<file path="src/rtl/skew_align_pkg.sv">
package skew_align_pkg;
    localparam int CODE_W    = 4;
    localparam int MAX_CODE  = 8;
    localparam int TAP_PAIRS = MAX_CODE / 2 + 1;

    function automatic logic [CODE_W-1:0] clamp_code(input logic [CODE_W-1:0] c);
        return (c > CODE_W'(MAX_CODE)) ? CODE_W'(MAX_CODE) : c;
    endfunction
endpackage

</file>
<file path="src/rtl/skew_align_cfg.sv">
module skew_align_cfg
    import skew_align_pkg::*;
#(
    parameter int LANES = 4,
    parameter int AW    = 2
) (
    input  logic                     clk,
    input  logic                     rst_n,
    input  logic                     fp_i,
    input  logic                     we_i,
    input  logic [AW-1:0]            addr_i,
    input  logic [CODE_W-1:0]        data_i,
    output logic [LANES-1:0][CODE_W-1:0] code_o
);
    typedef struct packed {
        logic [LANES-1:0][CODE_W-1:0] shd;
        logic [LANES-1:0][CODE_W-1:0] act;
    } cfg_t;

    cfg_t cfg_d, cfg_q;

    always_comb begin
        cfg_d = cfg_q;
        if (fp_i) begin
            for (int i = 0; i < LANES; i++) begin
                cfg_d.act[i] = clamp_code(cfg_q.shd[i]);
            end
        end
        if (we_i && (32'(addr_i) < LANES)) begin
            cfg_d.shd[addr_i] = data_i;
        end
    end

    always_ff @(posedge clk or negedge rst_n) begin
        if (!rst_n) cfg_q <= '0;
        else        cfg_q <= cfg_d;
    end

    assign code_o = cfg_q.act;

    // active codes move only on a frame pulse
    assert_act_hold_R6: assert property (@(posedge clk) disable iff (!rst_n)
        !fp_i |=> $stable(cfg_q.act));

    for (genvar g = 0; g < LANES; g++) begin : g_chk
        assert_code_range_R4: assert property (@(posedge clk) disable iff (!rst_n)
            fp_i |=> (cfg_q.act[g] <= CODE_W'(MAX_CODE)));
    end
endmodule

</file>
<file path="src/rtl/skew_align_tap.sv">
module skew_align_tap
    import skew_align_pkg::*;
(
    input  logic              clk,
    input  logic              rst_n,
    input  logic              lane_i,
    input  logic [CODE_W-1:0] code_i,
    output logic              lane_o
);
    typedef struct packed {
        logic [TAP_PAIRS-1:0] r;
        logic [TAP_PAIRS-1:0] f;
        logic                 o;
    } tap_t;

    tap_t tap_d, tap_q;
    logic fall_q;
    logic [CODE_W-1:0] age;

    // falling-edge capture gives the odd half-period taps
    always_ff @(negedge clk or negedge rst_n) begin
        if (!rst_n) fall_q <= 1'b0;
        else        fall_q <= lane_i;
    end

    always_comb begin
        tap_d   = tap_q;
        tap_d.r = {tap_q.r[TAP_PAIRS-2:0], lane_i};
        tap_d.f = {tap_q.f[TAP_PAIRS-2:0], fall_q};
        age     = CODE_W'(MAX_CODE) - code_i;
        tap_d.o = age[0] ? tap_q.f[age[CODE_W-1:1]] : tap_q.r[age[CODE_W-1:1]];
    end

    always_ff @(posedge clk or negedge rst_n) begin
        if (!rst_n) tap_q <= '0;
        else        tap_q <= tap_d;
    end

    assign lane_o = tap_q.o;

    // shortest code path: output is the rising sample one cycle older
    assert_min_delay_R2: assert property (@(posedge clk) disable iff (!rst_n)
        ($past(rst_n, 2) && ($past(code_i) == CODE_W'(MAX_CODE)))
            |-> (tap_q.o == $past(lane_i, 2)));
endmodule

</file>
<file path="src/rtl/skew_align_phase.sv">
module skew_align_phase #(
    parameter int BIT_CYC = 2
) (
    input  logic clk,
    input  logic rst_n,
    input  logic fp_i,
    output logic strb_o
);
    localparam int PW  = (BIT_CYC > 2) ? $clog2(BIT_CYC) : 1;
    localparam int MID = BIT_CYC / 2;

    typedef struct packed {
        logic [PW-1:0] ph;
    } ph_t;

    ph_t ph_d, ph_q;

    always_comb begin
        ph_d = ph_q;
        if (fp_i || (ph_q.ph == PW'(BIT_CYC - 1))) ph_d.ph = '0;
        else                                       ph_d.ph = ph_q.ph + 1'b1;
    end

    always_ff @(posedge clk or negedge rst_n) begin
        if (!rst_n) ph_q <= '0;
        else        ph_q <= ph_d;
    end

    assign strb_o = (ph_q.ph == PW'(MID));

    assert_fp_restart_R7: assert property (@(posedge clk) disable iff (!rst_n)
        fp_i |=> !strb_o);
    assert_strobe_gap_R7: assert property (@(posedge clk) disable iff (!rst_n)
        (strb_o && !fp_i) |=> !strb_o);
endmodule

</file>
<file path="src/rtl/skew_align.sv">
module skew_align
    import skew_align_pkg::*;
#(
    parameter int LANES   = 4,
    parameter int AW      = (LANES > 1) ? $clog2(LANES) : 1,
    parameter int BIT_CYC = 2
) (
    input  logic              clk,
    input  logic              rst_n,
    input  logic              fp_i,
    input  logic [LANES-1:0]  lane_i,
    input  logic              cfg_we,
    input  logic [AW-1:0]     cfg_addr,
    input  logic [CODE_W-1:0] cfg_data,
    output logic [LANES-1:0]  lane_o,
    output logic              strb_o
);
    logic [LANES-1:0][CODE_W-1:0] code;

    skew_align_cfg #(.LANES(LANES), .AW(AW)) u_cfg (
        .clk    (clk),
        .rst_n  (rst_n),
        .fp_i   (fp_i),
        .we_i   (cfg_we),
        .addr_i (cfg_addr),
        .data_i (cfg_data),
        .code_o (code)
    );

    for (genvar g = 0; g < LANES; g++) begin : g_lane
        skew_align_tap u_tap (
            .clk    (clk),
            .rst_n  (rst_n),
            .lane_i (lane_i[g]),
            .code_i (code[g]),
            .lane_o (lane_o[g])
        );
    end

    skew_align_phase #(.BIT_CYC(BIT_CYC)) u_phase (
        .clk    (clk),
        .rst_n  (rst_n),
        .fp_i   (fp_i),
        .strb_o (strb_o)
    );
endmodule

</file>
<file path="config.mk">
export PLATFORM = sky130hd
export DESIGN_NAME = skew_align
export DESIGN_NICKNAME = d
export VERILOG_FILES = /design/src/rtl/skew_align_pkg.sv /design/src/rtl/skew_align_cfg.sv /design/src/rtl/skew_align_tap.sv /design/src/rtl/skew_align_phase.sv /design/src/rtl/skew_align.sv
export SDC_FILE = /design/constraint.sdc
export NUM_CORES = 1
export LEC_CHECK = 0
export BUFFER_PORTS_ARGS = -buffer_cell sky130_fd_sc_hd__buf_2
export CORE_AREA = 2 2 90 92
export CTS_CLUSTER_SIZE = 24
export DETAILED_ROUTE_END_ITERATION = 10
export DIE_AREA = 0 0 92 94
export PLACE_DENSITY = 0.55
export SLEW_MARGIN = 40
export SYNTH_ARGS = -nofsm -noshare
export SYNTH_HDL_FRONTEND = slang
export SYNTH_SLANG_ARGS = --single-unit
</file>
<file path="constraint.sdc">
create_clock -name clk -period 4.4 [get_ports clk]
set_input_delay 0.44 -clock clk [delete_from_list [all_inputs] [get_ports clk]]
set_output_delay 0.44 -clock clk [all_outputs]
set_load 0.03 [all_outputs]
</file>
After elaboration in Yosys (flattened, before gate mapping)
Cells that the tools add are included.
Cells by class
  add/sub/neg operators: 5
  multiply operators: 0
  div/mod/pow operators: 0
  $lt $le $gt $ge: 10
  eq/ne operators: 0
  shift-type cells: 0
  mux-type cells: 28
  bitwise logic cells: 0
  reduce and logical (&&, ||, !) cells: 2
Operators by type and width (count)
  $bmux W1 S3: 8
  $mux W4: 5
  $bwmux W16: 1
  $gt A4 B4 Y1 const B: 4
  $lt A3 B4 Y1 const B: 4
  $sub A4 B4 Y4 const A: 4
  $mux W1: 13
  $demux W4 S2: 1
  $lt A2 B3 Y1 const B: 1
  $ge A2 B1 Y1 const B: 1
  $add A1 B1 Y1 const B: 1
  $logic_and A1 B1 Y1: 1
  $logic_or A1 B1 Y1: 1
Word-level totals
  register bits after elaboration: 81
  latch bits: 0
  bits in writable memories: 0
  bits in read-only memories: 0
  input bits: 14
  output and inout port bits: 5
  word-level logic and storage cells: 70
  memories kept: 0

Longest topological paths before layout
Gate-level depths: netlist of run 1.
  depth after elaboration: 5
  depth in mapped cells: 6
  depth with buffers taken out: 6

Hierarchy
Synthesis of run 1 repeated with hierarchy kept, for this count alone.
Second synthesis, totals
  cell total of the unflattened synthesis: 229
  area total of the unflattened synthesis: 3184.3 µm²
Modules (own cells, without submodules)
  skew_align_tap: times used 4, cells an instance 29, area an instance 440.4 µm², sequential area each 300.3 µm²
  skew_align_cfg: times used 1, cells an instance 111, area an instance 1393.8 µm², sequential area each 800.8 µm²
  skew_align_phase: times used 1, cells an instance 2, area an instance 28.8 µm², sequential area each 25.0 µm²

==> flow_summary.yaml, run 1 <==
run_status:
  outcome: "completed"
drt:
  drc_errors: 0
  via_per_inst: 4.78
  wirelength_um: 4420
  ant_nets: 0
  drt-wirelength-per-cell_um: 13.6
  dr.first_iter.drc_count: 119
  num_vias: 1552
  drtPass1Iterations: 4
cts:
  cts_tree: "built"
  clk_latency_ns: 0.34
  cts_resized: 0
  postCtsHoldBufs: 0
  clk_pin_slew_worst_paths_ns: 0.08
  post_cts.repair.setup_buffers: 0
  numCtsBuffers: 9
  ctsHtreeMaxLevel: 3
  cts_sinks: 81
  clockBufferDepth: 2
  cts-root-buf: "clkbuf_8"
yosys:
  synth_seq_cells: 81
  synthesis.nets: 213
  ys_seq_area_share_pct: 67.5
  synth_cell_types: 24
  syn_area_mm2: 0.00300
  yosysWarnings: 0
  syn_inst: 195
  avgSynthCellArea_um2: 15.4
die:
  dieArea_mm2: 0.00865
  die-width_um: 92
  start_util_pct: 39.5
  coreArea_mm2: 0.00761
  std_cell_rows: 32
  io-pin-count: 19
  die_height_um: 94
worst_setup_path:
  rrSetupSlack_ns: 1.78
  r2r-end: "g_lane[0].u_tap.tap_d[2]$_DFF_PN0_"
  path_max_fanout: 1
  startpoint_type: "flop"
  critPathKind: "reg -> reg"
  r2r_cells: 0
  reg2reg_from: "g_lane[0].u_tap.fall_q$_DFF_NN0_"
  endpoint_kind: "flop"
  cp.required_ns: 4.69
  arrival_ns: 2.91
final_layout:
  utilization_pct: 45.1
  syn2layout_area_growth_pct: 14.3
  num-nets-final: 236
  drive_above_1_share_pct: 29.1
  diodes: 0
pwr:
  p_switching_w: 0.000499
  leakagePower_nw: 1.48
  p_comb_share_pct: 20.5
  p_int_w: 0.00143
  peakVddDrop_mv: 0.290
  clock_power_share_pct: 33.1
  p_total_w: 0.00193
  switching_share_pct: 25.9
  power_per_cell_area_mw_per_mm2: 562
  seq_power_share_pct: 46.5
job:
  drv_cap: 0
placed_design:
  gp_congestion: 0.657
  dp_slack_ns: 1.47
  dp_hpwl_um: 3010
  io_buffers: 18
sta:
  report.final.slew_viol_count: 0
  fin_tns_setup_ns: 0
  slew_headroom_pct: 60.9
  layout_setup_ws_ns: 1.78
  worst_slew_pin_slew_ns: 0.585
  setup_viol: 0
  hold_viol_final: 0
  rsz0062_at_grt: "false"
  clock_skew_ns: 0.0132
worst_hold_path:
  holdCritPathClass: "in -> async"
global_routing:
  gr-total-overflow: 0
  first_global_vias: 1599
  antenna_found_initial: 0
  grt_first_pass_wirelength_um: 7750
  grt_max_degree: 44
  track_usage_pct: 12.0
==> area by class of cell <==
| class | instances | area (um2) |
|---|---|---|
| clock buffers | 11 | 141 |
| flip-flops and latches | 81 | 2030 |
| fillers | 705 | 4170 |
| repair buffers | 19 | 100 |
| clock inverters | 5 | 103 |
| well taps | 102 | 128 |
| inverters | 12 | 45.0 |
| multi-input cells | 95 | 891 |
==> cells in the final DEF (no fill, tap or decap), types with 4 or more instances in the layout <==
master / Yosys / final
o21ai_0: 12 / 12
clkbuf_8: 0 / 10
nand2_1: 5 / 5
nor3b_1: 4 / 4
xnor2_1: 8 / 8
buf_2: 0 / 17
ha_1: 4 / 4
inv_1: 12 / 12
nand3b_1: 12 / 12
dfrtp_1: 77 / 77
dfrtn_1: 4 / 4
mux2_2: 20 / 20
mux4_2: 8 / 8
==> state kept, by name, summed over array words and instances, names as in the netlist <==
signal	cells
g_lane.u_tap.lane_o	4
u_phase.strb_o	1
u_cfg.code_o	16
g_lane.u_tap.fall_q	4
g_lane.u_tap.tap_q	8
g_lane.u_tap.tap_d	32
u_cfg.cfg_q	16
==> cells in the mapped netlist, drive strengths merged <==
cell type | instances | area share, %
a21oi | 3 | 0.50
a22oi | 3 | 0.75
a31oi | 1 | 0.21
a32oi | 1 | 0.29
buf | 4 | 1.0
clkbuf | 3 | 0.37
dfrtn | 4 | 3.3
dfrtp | 77 | 64
ha | 4 | 1.7
inv | 12 | 1.5
mux2 | 20 | 7.5
mux2i | 3 | 1.0
mux4 | 8 | 6.0
nand2 | 5 | 0.62
nand3 | 1 | 0.17
nand3b | 12 | 3.0
nor2 | 2 | 0.25
nor2b | 1 | 0.21
nor3 | 4 | 1.2
nor3b | 4 | 1.0
o21ai | 12 | 2.0
or4b | 3 | 1.0
xnor2 | 8 | 2.3
==> worst max-delay path by stage <==
stage / startpoint / endpoint / slack [ns] / cells after the start
after floorplan: lane_i[0] / g_lane[0].u_tap.fall_q$_DFF_NN0_ / 1.62 / 0
after global placement: rst_n / g_lane[1].u_tap.fall_q$_DFF_NN0_ / 1.49 / 1
after detailed placement: rst_n / g_lane[1].u_tap.fall_q$_DFF_NN0_ / 1.47 / 1
after CTS: g_lane[2].u_tap.fall_q$_DFF_NN0_ / g_lane[2].u_tap.tap_d[2]$_DFF_PN0_ / 1.78 / 0
after global routing: g_lane[2].u_tap.fall_q$_DFF_NN0_ / g_lane[2].u_tap.tap_d[2]$_DFF_PN0_ / 1.76 / 0
final: g_lane[0].u_tap.fall_q$_DFF_NN0_ / g_lane[0].u_tap.tap_d[2]$_DFF_PN0_ / 1.78 / 0
==> routing by layer <==
layer	global-route usage, %	share of wire (%)
met5	0	0
met4	8.21	2.8
met3	2.49	3.4
met2	16.4	44
met1	17.0	50
==> power by group through the flow <==
stage | registers (W) | logic, W | clock network [W]
final | 0.000897 | 0.000395 | 0.000639
after global routing | 0.000911 | 0.000438 | 0.000695
after CTS | 0.000899 | 0.000405 | 0.000659
after detailed placement | 0.000914 | 0.000403 | 0
after global placement | 0.000911 | 0.000400 | 0
after floorplan | 0.000897 | 0.000344 | 0
==> per-stage QoR <==
stage | area [um2] | hold slack (ns) | instances
global placement | 3190 | 0.352 | 309
finish | 3430 | 0.0584 | 325
global route | 3430 | 0.0837 | 325
floorplan | 3000 | 0.144 | 195
CTS | 3430 | 0.0659 | 325
detailed placement | 3190 | 0.357 | 309
==> cells by family (layout without fill, tap and decap cells) <==
| kind of cell | Yosys count | after routing | synth area share (%) |
|---|---|---|---|
| buffers and inverters | 19 | 47 | 2.87 |
| AND/OR/NAND/NOR | 32 | 32 | 7.41 |
| adder cells (fa/ha/maj) | 4 | 4 | 1.67 |
| XOR/XNOR | 8 | 8 | 2.33 |
| multiplexers | 31 | 31 | 14.5 |
| AO/OA/AOI/OAI | 20 | 20 | 3.75 |
| flip-flops | 81 | 81 | 67.5 |
(Power assumes the default switching activity.)
==> run 2, diff against run 1 <==
clock period = 2.7 ns   (was 4.4 ns; I/O delays follow)
==> flow_summary.yaml, run 2 (synthesized netlist as in run 1, its figures left out) <==
run_status:
  outcome: "completed"
cts:
  numCtsBuffers: 9
  post_cts.repair.setup_buffers: 0
  clockBufferDepth: 2
  cts_tree: "built"
  ctsHtreeMaxLevel: 3
  clk_latency_ns: 0.34
  cts_sinks: 81
  cts_resized: 0
  postCtsHoldBufs: 1
  clk_pin_slew_worst_paths_ns: 0.08
  cts-root-buf: "clkbuf_8"
worst_setup_path:
  cpPeakStageDelay_ns: 0.53
  path_delay_family: "buffers and inverters"
  reg2reg_from: "u_cfg.code_o[12]$_DFFE_PN0P_"
  cp_num_buf_inv: 2
  cp.required_ns: 1.93
  critPathLaunch: "rst_n"
  endpoint_kind: "async pin"
  path_max_fanout: 23
  critPathKind: "in -> async"
  arrival_ns: 1.11
  cp_cell_sequence: "dlygate4sd3_1, buf_4"
  startpoint_type: "input pin"
  slowest_stage: "dlygate4sd3_1"
die:
  io-pin-count: 19
  coreArea_mm2: 0.00761
  start_util_pct: 39.5
  dieArea_mm2: 0.00865
  die-width_um: 92
  std_cell_rows: 32
  die_height_um: 94
drt:
  dr.first_iter.drc_count: 116
  drt-wirelength-per-cell_um: 14.2
  via_per_inst: 4.82
  drtPass1Iterations: 4
  drc_errors: 0
  num_vias: 1577
  wirelength_um: 4650
  ant_nets: 0
global_routing:
  grt_max_degree: 45
  track_usage_pct: 12.7
  antenna_found_initial: 0
  first_global_vias: 1642
  grt_first_pass_wirelength_um: 8220
  gr-total-overflow: 0
pwr:
  leakagePower_nw: 1.46
  power_per_cell_area_mw_per_mm2: 893
  peakVddDrop_mv: 0.377
final_layout:
  drive_above_1_share_pct: 28.9
  diodes: 0
  largest_reg_flops: 32
  layout_commonest_cell: "dfrtp_1"
  num-nets-final: 238
  final_cell_mix: "77 x dfrtp_1, 20 x mux2_2, 17 x buf_2"
  fillers: 704
  syn2layout_area_growth_pct: 13.8
sta:
  layout_setup_ws_ns: 0.823
  slew_headroom_pct: 56.4
  worst_slew_pin_slew_ns: 0.653
  fin_tns_setup_ns: 0
  clock_skew_ns: 0.0119
  rsz0062_at_grt: "false"
  setup_viol: 0
  hold_viol_final: 0
  report.final.slew_viol_count: 0
placed_design:
  io_buffers: 18
  gp_congestion: 0.669
  dp_slack_ns: 0.818
  dp_hpwl_um: 3150
worst_hold_path:
  worst_hold_startpoint: "lane_i[0]"
  holdCritPathClass: "in -> reg"
job:
  drv_cap: 0
[run 2: changes by cell type in the layout (fill, tap and decap cells not counted)]
cell | before | now
buf_4 | 2 | 3
bufinv_16 | 3 | 2
clkbuf_1 | 1 | 2
clkinvlp_4 | 1 | 2
dlygate4sd3_1 | 0 | 1
clkbuf_8 | 10 | 9
[run 2: cell type report]
class / instances / area (um2) / area share [%]
multi-input combinational: 95 / 891 / 26.1
sequential: 81 / 2030 / 59.3
tap: 102 / 128 / 3.73
clock buffer: 11 / 131 / 3.84
clock inverter: 5 / 80.1 / 2.34
inverter: 12 / 45.0 / 1.32
timing repair buffer: 21 / 118 / 3.44
[run 2: layer usage]
metal	vias up	routed length, um	track usage, %
li1	737	-	-
met3	7	163	3.77
met2	25	2000	17.2
met5	-	0	0
met4	0	80	6.72
met1	808	2410	18.5
[run 2: where the power goes]
group / leakage, nW / switching, W / internal, W
logic: 0.398 / 0.000325 / 0.000328
clock network: 0.0995 / 0.000421 / 0.000520
registers: 0.967 / 0.0000897 / 0.00137
total: 1.46 / 0.000836 / 0.00222
[run 2: metrics by stage]
step           hold slack, ns  total power [W]  instances  cell area [um2]  utilization, %
2_1_floorplan         -0.0256          0.00202        195             3000               -
3_3_place_gp            0.186          0.00214        310             3200            42.0
3_5_place_dp            0.194          0.00215        310             3200            42.0
4_1_cts                0.0180          0.00311        327             3420            45.0
5_1_grt               0.00799          0.00324        327             3420            45.0
6_report               0.0418          0.00305        327             3420            45.0
[run 2: path summary, 6_finish.rpt]
path	cells past startpoint	end	slack, ns
setup / recovery	2	g_lane[1].u_tap.fall_q$_DFF_NN0_	0.82
hold / removal	1	g_lane[0].u_tap.tap_d[7]$_DFF_PN0_	0.04
setup reg to reg	6	g_lane[3].u_tap.lane_o$_DFF_PN0_	0.89
hold reg to reg	0	g_lane[2].u_tap.tap_d[4]$_DFF_PN0_	0.37
max in group clk	6	g_lane[3].u_tap.lane_o$_DFF_PN0_	0.89
min in group asynchronous	2	g_lane[0].u_tap.tap_q[10]$_DFF_PN0_	0.36
==> run 3, diff against run 2 <==
ABC_AREA = 1   (was default)
CORE_AREA = 2 2 92 94   (was 2 2 90 92)
DIE_AREA = 0 0 94 96   (was 0 0 92 94)
clock period = 1.9 ns   (was 2.7 ns; I/O delays follow)
==> flow_summary.yaml, run 3 <==
placed_design:
  dp_slack_ns: 0.472
  io_buffers: 18
  dp.cells: 463
  gp_congestion: 0.869
  dp_hpwl_um: 3930
worst_setup_path:
  arrival_ns: 0.85
  path_delay_family: "buffers and inverters"
  startpoint_type: "input pin"
  cpPeakStageDelay_ns: 0.53
  endpoint_kind: "flop"
  slowest_stage: "dlygate4sd3_1"
  r2r_cells: 9
  cp_cell_sequence: "dlygate4sd3_1, buf_2"
  rrSetupSlack_ns: 0.48
  path_max_fanout: 2
  critPathKind: "in -> reg"
  crit_cells: 2
  cp_num_buf_inv: 2
  cp.required_ns: 1.13
pwr:
  clock_power_share_pct: 29.3
  p_int_w: 0.00290
  p_comb_share_pct: 23.2
  switching_share_pct: 31.6
  power_per_cell_area_mw_per_mm2: 1170
  p_total_w: 0.00424
  p_switching_w: 0.00134
  peakVddDrop_mv: 0.486
  leakagePower_nw: 1.86
  seq_power_share_pct: 47.5
yosys:
  yosysTopAreaCell: "dfrtp_1"
  yosys.area_share.simple_pct: 24.0
  async_flop_share_pct: 100
  yosysMostFrequentCell: "nand2_1"
  synthesis.nets: 360
  synth_top_family_by_area: "simple AND/OR/NAND/NOR gates"
  synthAdderAreaFrac_pct: 1.58
  syn_area_mm2: 0.00316
  yosysWarnings: 0
  synth_cell_types: 15
  synth_top_cell_area_share_pct: 60.9
  ys.flop_type: "dfrtp_1"
  ys_seq_area_share_pct: 64.1
  synth-xor-area-share_pct: 0
  muxShareOfSynthArea_pct: 0
  synthTopCellsByCount: "134 x nand2_1, 77 x dfrtp_1, 32 x nand3_1, 30 x inv_1, 28 x o21ai_0"
  synth-compound-area-share_pct: 5.07
  synth_seq_cells: 81
  avgSynthCellArea_um2: 9.24
  syn_inst: 342
  synth_edf_count: 0
  synth_area_leaders: "dfrtp_1 61%, nand2_1 16%, nand3_1 5.1%, o21ai_0 4.4%, inv_1 3.6%"
sta:
  hold_viol_final: 0
  layout_setup_ws_ns: 0.282
  setup_viol: 0
  worst_slew_pin_slew_ns: 0.412
  report.final.slew_viol_count: 0
  clock_skew_ns: 0.0121
  slew_headroom_pct: 72.5
  fin_tns_setup_ns: 0
  rsz0062_at_grt: "false"
  whs_ns: 0.191
die:
  coreArea_mm2: 0.00805
  die-width_um: 94
  die_height_um: 96
  start_util_pct: 39.3
  io-pin-count: 19
  std_cell_rows: 33
  dieArea_mm2: 0.00902
final_layout:
  layout_commonest_cell: "nand2_1"
  diodes: 0
  num-nets-final: 392
  final_cell_mix: "134 x nand2_1, 77 x dfrtp_1, 32 x nand3_1, 30 x inv_1, 28 x o21ai_0"
  syn2layout_area_growth_pct: 14.6
  largest_reg_flops: 32
  stdcell_count: 484
  drive_above_1_share_pct: 12.1
cts:
  ctsHtreeMaxLevel: 3
  clockBufferDepth: 2
  cts_tree: "built"
  numCtsBuffers: 9
  clk_pin_slew_worst_paths_ns: 0.07
  cts_sinks: 81
  cts-root-buf: "clkbuf_8"
  clk_latency_ns: 0.34
drt:
  dr.first_iter.drc_count: 112
  drc_errors: 0
  ant_nets: 0
  num_vias: 2240
  wirelength_um: 5620
  drt-wirelength-per-cell_um: 11.6
  drtPass1Iterations: 4
  via_per_inst: 4.63
global_routing:
  antenna_found_initial: 0
  gr-total-overflow: 0
  grt_max_degree: 34
  grt_first_pass_wirelength_um: 10000
  track_usage_pct: 14.4
  first_global_vias: 2215
job:
  drv_cap: 0
worst_hold_path:
  holdCritPathClass: "in -> reg"
  holdPathStages: 3
run_status:
  outcome: "completed"
run 3: layout make-up:
| type | count | area, um2 |
|---|---|---|
| clock buffer | 12 | 145 |
| clock inverter | 4 | 52.6 |
| fill | 809 | 4430 |
| inverter | 35 | 131 |
| multi-input combinational | 221 | 970 |
| sequential | 81 | 2030 |
| tap | 105 | 131 |
| timing repair buffer | 26 | 165 |
run 3: cell families after synthesis:
family                     Yosys count
and+or+nand+nor                    185
AOI/OAI and AO/OA                   32
DFF                                 81
adders and majority gates            4
buffers and inverters               40
run 3: repair_timing:
action,4_1_cts,5_1_grt
gates resized for setup,0,0
setup buffers,0,0
endpoints found under the hold margin,23,0
hold buffers,5,0
run 3: power groups by stage:
stage / Sequential [W] / Clock (W) / Combinational [W]
after detailed placement: 0.00205 / 0 / 0.000981
after floorplan: 0.00203 / 0 / 0.000796
after global placement: 0.00205 / 0 / 0.000962
final: 0.00201 / 0.00124 / 0.000982
after global routing: 0.00204 / 0.00137 / 0.00115
after CTS: 0.00202 / 0.00129 / 0.000994
run 3: routing by layer:
layer / up-vias / GRT usage [%] / wire length [um]
met5: - / 0 / 0
met4: 0 / 6.88 / 117
met3: 11 / 2.90 / 150
met2: 26 / 22.2 / 2480
met1: 1063 / 19.7 / 2880
li1: 1140 / - / -
run 3: path summary, 6_finish.rpt:
check / start / end
worst max-delay path: lane_i[3] / g_lane[3].u_tap.fall_q$_DFF_NN0_
worst min-delay path: cfg_data[3] / u_cfg.cfg_q[31]$_DFFE_PN0P_
worst max register to register: u_cfg.code_o[8]$_DFFE_PN0P_ / g_lane[2].u_tap.lane_o$_DFF_PN0_
worst min register to register: g_lane[3].u_tap.tap_d[5]$_DFF_PN0_ / g_lane[3].u_tap.tap_q[5]$_DFF_PN0_
max in group asynchronous: rst_n / g_lane[2].u_tap.fall_q$_DFF_NN0_
min in group asynchronous: rst_n / g_lane[3].u_tap.tap_d[10]$_DFF_PN0_
run 3: per-stage QoR:
step	cell area [um2]	util [%]
6_report	3620	45.0
5_1_grt	3620	45.0
4_1_cts	3620	45.0
3_5_place_dp	3370	41.9
3_3_place_gp	3370	41.9
2_1_floorplan	3160	-
